--- src/rtl/alu_flag_pkg.sv ---
package alu_flag_pkg;

  localparam int WORD_W = 16;

  typedef enum logic [1:0] {
    OPC_ADD   = 2'd0,
    OPC_SUB   = 2'd1,
    OPC_LOGIC = 2'd2,
    OPC_LOGX  = 2'd3
  } opc_e;

  // positions inside the status word
  localparam int POS_CF = 0;
  localparam int POS_PF = 2;
  localparam int POS_AF = 4;
  localparam int POS_ZF = 6;
  localparam int POS_SF = 7;
  localparam int POS_TF = 8;
  localparam int POS_IF = 9;
  localparam int POS_DF = 10;
  localparam int POS_OF = 11;

  localparam int NUM_CTL = 3;

  // constant bits: bit 1 reads one, other unused bits read zero
  localparam logic [WORD_W-1:0] FIXED_ONES = 16'h0002;

  typedef struct packed {
    logic ovf;
    logic sgn;
    logic zro;
    logic aux;
    logic par;
    logic cry;
  } cond_t;

endpackage

--- src/rtl/flag_eval.sv ---
module flag_eval
  import alu_flag_pkg::*;
#(
  parameter int DATA_W   = 16,
  parameter int NARROW_W = 8
) (
  input  logic [1:0]        op_cls,
  input  logic              wide,
  input  logic [DATA_W-1:0] opa,
  input  logic [DATA_W-1:0] opb,
  input  logic [DATA_W-1:0] res,
  input  logic              cout,
  input  cond_t             cur,
  output cond_t             nxt
);

  localparam int MSB_W = DATA_W - 1;
  localparam int MSB_N = NARROW_W - 1;
  localparam int NIB   = 4;

  // carry (add) or borrow (subtract) arriving at each bit position
  logic [DATA_W-1:0] cin_vec;
  logic              is_logic;
  logic              cin_msb;
  logic              res_msb;
  logic              zro_w;
  logic              zro_n;
  logic              unused_cin;

  assign cin_vec    = opa ^ opb ^ res;
  assign is_logic   = op_cls[1];
  assign unused_cin = ^{cin_vec[DATA_W-2:MSB_N+1], cin_vec[MSB_N-1:NIB+1], cin_vec[NIB-1:0]};

  always_comb begin
    cin_msb = wide ? cin_vec[MSB_W] : cin_vec[MSB_N];
    res_msb = wide ? res[MSB_W]     : res[MSB_N];
    zro_w   = (res == '0);
    zro_n   = (res[NARROW_W-1:0] == '0);
  end

  always_comb begin
    nxt.par = ~^res[NARROW_W-1:0];
    nxt.zro = wide ? zro_w : zro_n;
    nxt.sgn = res_msb;
    if (is_logic) begin
      nxt.cry = 1'b0;
      nxt.ovf = 1'b0;
      nxt.aux = cur.aux;
    end else begin
      nxt.cry = cout;
      nxt.ovf = cin_msb ^ cout;
      nxt.aux = cin_vec[NIB];
    end
  end

endmodule

--- src/rtl/ctl_flag_bank.sv ---
module ctl_flag_bank #(
  parameter int N = 3
) (
  input  logic         clk,
  input  logic         rst_n,
  input  logic [N-1:0] set_i,
  input  logic [N-1:0] clr_i,
  output logic [N-1:0] q_o
);

  logic [N-1:0] q_nxt;
  logic [N-1:0] q_en;

  for (genvar g = 0; g < N; g++) begin : g_bit
    always_comb begin
      q_en[g]  = set_i[g] | clr_i[g];
      q_nxt[g] = ~clr_i[g];
    end

    always_ff @(posedge clk or negedge rst_n) begin
      if (!rst_n)       q_o[g] <= 1'b0;
      else if (q_en[g]) q_o[g] <= q_nxt[g];
    end

    assert_clear_wins_R10: assert property (@(posedge clk) disable iff (!rst_n)
      clr_i[g] |=> !q_o[g]);
    assert_set_takes_R10: assert property (@(posedge clk) disable iff (!rst_n)
      (set_i[g] && !clr_i[g]) |=> q_o[g]);
    assert_idle_holds_R10: assert property (@(posedge clk) disable iff (!rst_n)
      !(set_i[g] || clr_i[g]) |=> $stable(q_o[g]));
  end

endmodule

--- src/rtl/alu_flag_unit.sv ---
module alu_flag_unit
  import alu_flag_pkg::*;
#(
  parameter int DATA_W   = 16,
  parameter int NARROW_W = 8
) (
  input  logic              clk,
  input  logic              rst_n,
  input  logic              upd_en,
  input  logic [1:0]        op_cls,
  input  logic              wide,
  input  logic [DATA_W-1:0] opa,
  input  logic [DATA_W-1:0] opb,
  input  logic [DATA_W-1:0] res,
  input  logic              cout,
  input  logic [2:0]        ctl_set,
  input  logic [2:0]        ctl_clr,
  output logic [15:0]       flags_o
);

  cond_t             cond_q;
  cond_t             cond_calc;
  cond_t             cond_d;
  logic [NUM_CTL-1:0] ctl_q;

  flag_eval #(.DATA_W(DATA_W), .NARROW_W(NARROW_W)) i_eval (
    .op_cls (op_cls),
    .wide   (wide),
    .opa    (opa),
    .opb    (opb),
    .res    (res),
    .cout   (cout),
    .cur    (cond_q),
    .nxt    (cond_calc)
  );

  ctl_flag_bank #(.N(NUM_CTL)) i_ctl (
    .clk   (clk),
    .rst_n (rst_n),
    .set_i (ctl_set),
    .clr_i (ctl_clr),
    .q_o   (ctl_q)
  );

  // next state
  always_comb begin
    cond_d = upd_en ? cond_calc : cond_q;
  end

  // register with explicit enable
  always_ff @(posedge clk or negedge rst_n) begin
    if (!rst_n)      cond_q <= '0;
    else if (upd_en) cond_q <= cond_d;
  end

  always_comb begin
    flags_o         = FIXED_ONES;
    flags_o[POS_CF] = cond_q.cry;
    flags_o[POS_PF] = cond_q.par;
    flags_o[POS_AF] = cond_q.aux;
    flags_o[POS_ZF] = cond_q.zro;
    flags_o[POS_SF] = cond_q.sgn;
    flags_o[POS_OF] = cond_q.ovf;
    flags_o[POS_TF] = ctl_q[0];
    flags_o[POS_IF] = ctl_q[1];
    flags_o[POS_DF] = ctl_q[2];
  end

  assert_hold_when_idle_R2: assert property (@(posedge clk) disable iff (!rst_n)
    !upd_en |=> $stable({flags_o[POS_OF], flags_o[POS_SF], flags_o[POS_ZF],
                         flags_o[POS_AF], flags_o[POS_PF], flags_o[POS_CF]}));
  assert_carry_follows_R3: assert property (@(posedge clk) disable iff (!rst_n)
    (upd_en && !op_cls[1]) |=> (flags_o[POS_CF] == $past(cout)));
  assert_sign_bit_R7: assert property (@(posedge clk) disable iff (!rst_n)
    upd_en |=> (flags_o[POS_SF] == $past(wide ? res[DATA_W-1] : res[NARROW_W-1])));
  assert_logic_clears_R9: assert property (@(posedge clk) disable iff (!rst_n)
    (upd_en && op_cls[1]) |=> (!flags_o[POS_CF] && !flags_o[POS_OF]));
  assert_aux_kept_R4: assert property (@(posedge clk) disable iff (!rst_n)
    (upd_en && op_cls[1]) |=> $stable(flags_o[POS_AF]));
  assert_parity_low_byte_R5: assert property (@(posedge clk) disable iff (!rst_n)
    upd_en |=> (flags_o[POS_PF] == ($countones($past(res[NARROW_W-1:0])) % 2 == 0)));

endmodule

--- config.mk ---
export PLATFORM = sky130hd
export DESIGN_NAME = alu_flag_unit
export DESIGN_NICKNAME = d
export VERILOG_FILES = /design/src/rtl/alu_flag_pkg.sv /design/src/rtl/flag_eval.sv /design/src/rtl/ctl_flag_bank.sv /design/src/rtl/alu_flag_unit.sv
export SDC_FILE = /design/constraint.sdc
export NUM_CORES = 1
export LEC_CHECK = 0
export ABC_AREA = 1
export CORE_MARGIN = 2
export CORE_UTILIZATION = 30
export CTS_BUF_LIST = sky130_fd_sc_hd__clkbuf_16
export CTS_CLUSTER_SIZE = 8
export DETAILED_ROUTE_END_ITERATION = 10
export DONT_BUFFER_PORTS = 1
export PLACE_DENSITY_LB_ADDON = 0.15
export SLEW_MARGIN = 10
export SYNTH_ARGS = -nofsm -noshare
export SYNTH_HDL_FRONTEND = slang
export SYNTH_SLANG_ARGS = --single-unit
--- constraint.sdc ---
create_clock -name clk -period 0.8 [get_ports clk]
set_input_delay 0.12 -clock clk [delete_from_list [all_inputs] [get_ports clk]]
set_output_delay 0.12 -clock clk [all_outputs]
set_load 0.1 [all_outputs]
Word level (Yosys, flattened, before mapping)
Index checks and enable logic that the tools add are counted.
W data, S select, Z words.
{ "word_totals": {"elab_cells": 28, "input_bits": 61, "regBits": 9} }
{ "classes": {"n_bitwise": 10, "n_reduce_logical": 4, "muxes": 5} }
{ "ops": {"columns": ["op", "n"], "rows": [
  ["$xor A16 B16 Y16", 2],
  ["$logic_not A16 Y1", 1],
  ["$logic_not A8 Y1", 1],
  ["$reduce_xnor A8 Y1", 1],
  ["$mux W1", 5],
  ["$not A1 Y1", 4],
  ["$or A1 B1 Y1", 3],
  ["$reduce_and A2 Y1", 1],
  ["$xor A1 B1 Y1", 1]
]} }

Depth between registers and ports, before layout
{ "logic_depth": {"depth_word": 5, "depth_mapped": 8, "mapped_depth_nobuf": 8} }

Modules after synthesis
A second synthesis with hierarchy kept.
{ "hier_totals": {"hier_cells": 96, "area_unflattened_um2": 671.9} }
{ "by_module_without_submodules": {"columns": ["mod", "area_each_um2", "seq_area_each_um2", "instances", "cells_each"], "rows": [
  ["flag_eval", 292.8, 0.0, 1, 53],
  ["alu_flag_unit", 281.5, 150.1, 1, 34],
  ["ctl_flag_bank", 97.6, 75.1, 1, 9]
]} }

Worst setup path before layout
Ideal clock, no wire load.
{ "synth_timing": {"path_kind": "reg-to-reg", "start": "register, netlist name flags_o[11]", "end": "register cond_q (netlist bit flags_o[11])", "setup_slack_ns": -0.408, "setup_time_ns": 0.069, "t_arrival_ns": 1.139, "synth_period_minus_slack_ns": 1.208, "t_required_ns": 0.731, "stages_incl_launch_ff": 3, "path_cell_list": "dfrtp_1 -> nand2_1 -> nand3_2"} }
{ "synth_rtl": {"columns": ["element", "line", "text"], "rows": [
  ["to (signal assigned)", "alu_flag_unit.sv:53", "else if (upd_en) cond_q <= cond_d;"],
  ["to (decl)", "alu_flag_unit.sv:21", "cond_t cond_q;"]
]} }

Final worst setup path
{ "layout_timing": {"start": "register cond_q (netlist bit flags_o[4])", "end": "output port flags_o[4]"} }
{ "layout_rtl": {"columns": ["element", "line", "text"], "rows": [
  ["to (decl)", "alu_flag_unit.sv:18", "output logic [15:0] flags_o"]
]} }
No word-level cell between the ends.

==> results.cfg <==
[timing]
period_share_pct = 127.0
rsz0062_at_grt = yes
setup_violations = 11
finalClockSkew_ns = 0
fmax_ghz = 0.9846
fin_ws_ns = -0.2156
min_period_ns = 1.016
hold_viol_final = 0
slew_viol_final = 0

[critical_path]
cp_top_family = flip-flops
timing_worst_setup_path_type = flop to primary output
slowest_stage = dfrtp_4
r2r_setup_slack_ns = -0.14
path_buf_inv = 1
r2r_start = flags_o[11]$_DFFE_PN0P_
end_kind = primary output
r2r-end = flags_o[11]$_DFFE_PN0P_
worstPathRequired_ns = 0.68
critical_path.cell_chain = buf_12
slowest_delay_ns = 0.49
crit_path_max_fanout = 2
reg2reg_depth = 4
cp.arrival_ns = 0.90
critPathLaunchType = flop

[power]
power.share.combinational_pct = 42.1
p_leak_nw = 0.5231
pwr-share-clk_pct = 34.0
seq_power_share_pct = 23.9
p_total_w = 0.002524
ir_drop_uv = 1397
netSwitchingFraction_pct = 37.67
p_int_w = 0.001573
p_switching_w = 0.0009509
pwr_density_cell_nw_per_um2 = 2298

[synthesis]
syn_inst = 89
yosysTopAreaCell = dfrtp_1
synth_area_leaders = dfrtp_1 35%, nand2_1 10%, buf_4 8.1%, inv_1 8.1%, ha_1 7.7%
ys_seq_area_share_pct = 34.75
yosysMostFrequentCell = nand2_1
yosysTopAreaCellShare_pct = 34.75
ys_seq_elements = 9
synth-edff-count = 0
synth_top_flop_cell = dfrtp_1
avgSynthCellArea_sq_um = 7.282
yosysWarnings = 0
netlist_area_sq_um = 648.1
synth.top_cells.by_count = 18 x nand2_1, 14 x inv_1, 12 x nor2_1
async_flop_share_pct = 100.0
synth.distinct_cells = 18

[placement]
gp_congestion = 0.6885
dpl.hpwl_mm = 1.209
post-place-ws_ns = -0.1188
port_buffers = 0

[cells_and_area]
utilization_pct = 54.87
fill_cells = 194
n_antenna_cell = 0
syn2layout_area_growth_pct = 69.50
layout-drive-gt1-share_pct = 39.45
finish.net_count = 175

[routing]
antenna_left = 0
first_pass_iters = 2
finalWirelength_mm = 1.474
drc = 0
vias = 581
drtIter0Drc = 2
wl_per_cell_microns = 10.84
viasPerCell = 4.272

[floorplan]
initial_core_util_pct = 32.38
ios = 77
die_h_microns = 50.48
die_width_microns = 50.48
placementRows = 16
core_area_sq_um = 2002
die_area_sq_um = 2548

[cts]
clk_latency_ns = 0.23
cts.htree.levels = 1
clock_sinks = 9
cts_made_buffers = 3
root_buffer = clkbuf_16
cts_max_path_buffers = 2
cts_tree = yes
cts.clk_slew.worst_paths_ns = 0.04

[global_routing]
grt-ovfl-total = 0
grt_max_degree = 10
grt_pass1_vias = 574
grt_first_pass_wirelength_mm = 2.470
antenna_found_initial = 0
grtUsageTotal_pct = 13.23

[worst_hold_path]
hold_class = primary input to flop
whs_path_depth = 2
whs_endpoint = i_ctl.q_o[1]$_DFFE_PN0P_
min_from = ctl_set[1]

[outcome]
outcome = finished, violations left
violations = setup timing

[run]
cap_violations = 0
==> metrics by stage <==
step	cell area [sq um]	TNS, ns	hold slack [ns]	instances
floorplan	765.7	-0.6191	-0.1756	94
global placement	942.2	-0.09271	-0.1753	125
CTS	1072	-1.934	0.03200	134
global route	1099	-2.276	0.04258	136
finish	1099	-2.030	0.02826	136
detailed placement	942.2	-0.1431	-0.1753	125
==> power by group through the flow <==
stage | logic [W] | clock network, W | registers (W)
after detailed placement | 0.000980 | 0 | 0.000607
after floorplan | 0.000367 | 0 | 0.000956
after global placement | 0.000967 | 0 | 0.000603
after CTS | 0.00102 | 0.000870 | 0.000600
final | 0.00106 | 0.000859 | 0.000602
after global routing | 0.00112 | 0.000913 | 0.000609
==> what timing repair did <==
| action | in CTS | in global routing |
|---|---|---|
| hold endpoints to repair | 12 | 0 |
| hold buffers | 4 | 0 |
| setup endpoints to repair | 9 | 10 |
| buffers inserted | 1 | 3 |
| gates resized for setup | 1 | 4 |
==> sequential cells by signal (all words and copies together) (netlist names) <==
| name | flops |
|---|---|
| flags_o | 6 |
| i_ctl.q_o | 3 |
==> worst max path at each step <==
stage | from | end | slack (ns) | cells past startpoint
6_report | flags_o[4]$_DFFE_PN0P_ | flags_o[4] | -0.22 | 1
3_3_place_gp | res[7] | flags_o[2]$_DFFE_PN0P_ | -0.09 | 5
2_1_floorplan | i_ctl.q_o[0]$_DFFE_PN0P_ | i_ctl.q_o[0]$_DFFE_PN0P_ | -0.08 | 2
5_1_grt | flags_o[2]$_DFFE_PN0P_ | flags_o[2] | -0.23 | 1
4_1_cts | flags_o[4]$_DFFE_PN0P_ | flags_o[4] | -0.22 | 1
3_5_place_dp | res[7] | flags_o[2]$_DFFE_PN0P_ | -0.12 | 5
==> routing by layer <==
metal	vias to the layer above	wire length, microns	global-route usage, %
met2	29	792	23.03
met4	0	16	5.405
met1	254	532	13.36
met3	2	132	6.548
met5	-	0	0
li1	296	-	-
==> layout make-up <==
class	instances	area (sq um)	share of cell area [%]
sequential	9	259.0	23.58
clock inverter	1	3.754	0.3417
timing repair buffer	18	265.3	24.15
clock buffer	3	75.07	6.834
inverter	15	61.31	5.581
tap	27	33.78	3.075
multi-input combinational	63	400.4	36.45
==> cell usage in the layout, fill, tap and decap left out, types with 3 or more instances in the layout <==
cell type,count
nor2_1,12
inv_2,5
ha_4,4
nand2_1,16
conb_1,7
nand3_1,5
inv_1,9
clkbuf_16,3
dfrtp_4,9
o21ai_1,4
dlygate4sd3_1,4
buf_4,3
buf_12,9
==> cells by family after synthesis <==
| kind of cell | synth area share [%] |
|---|---|
| AND/OR/NAND/NOR | 28.18 |
| buffers and inverters | 16.79 |
| flip-flops | 34.75 |
| AO/OA/AOI/OAI | 4.632 |
| XOR/XNOR | 6.758 |
| adder cells (fa/ha/maj) | 7.722 |
| other | 1.159 |
(Power assumes the default switching activity.)
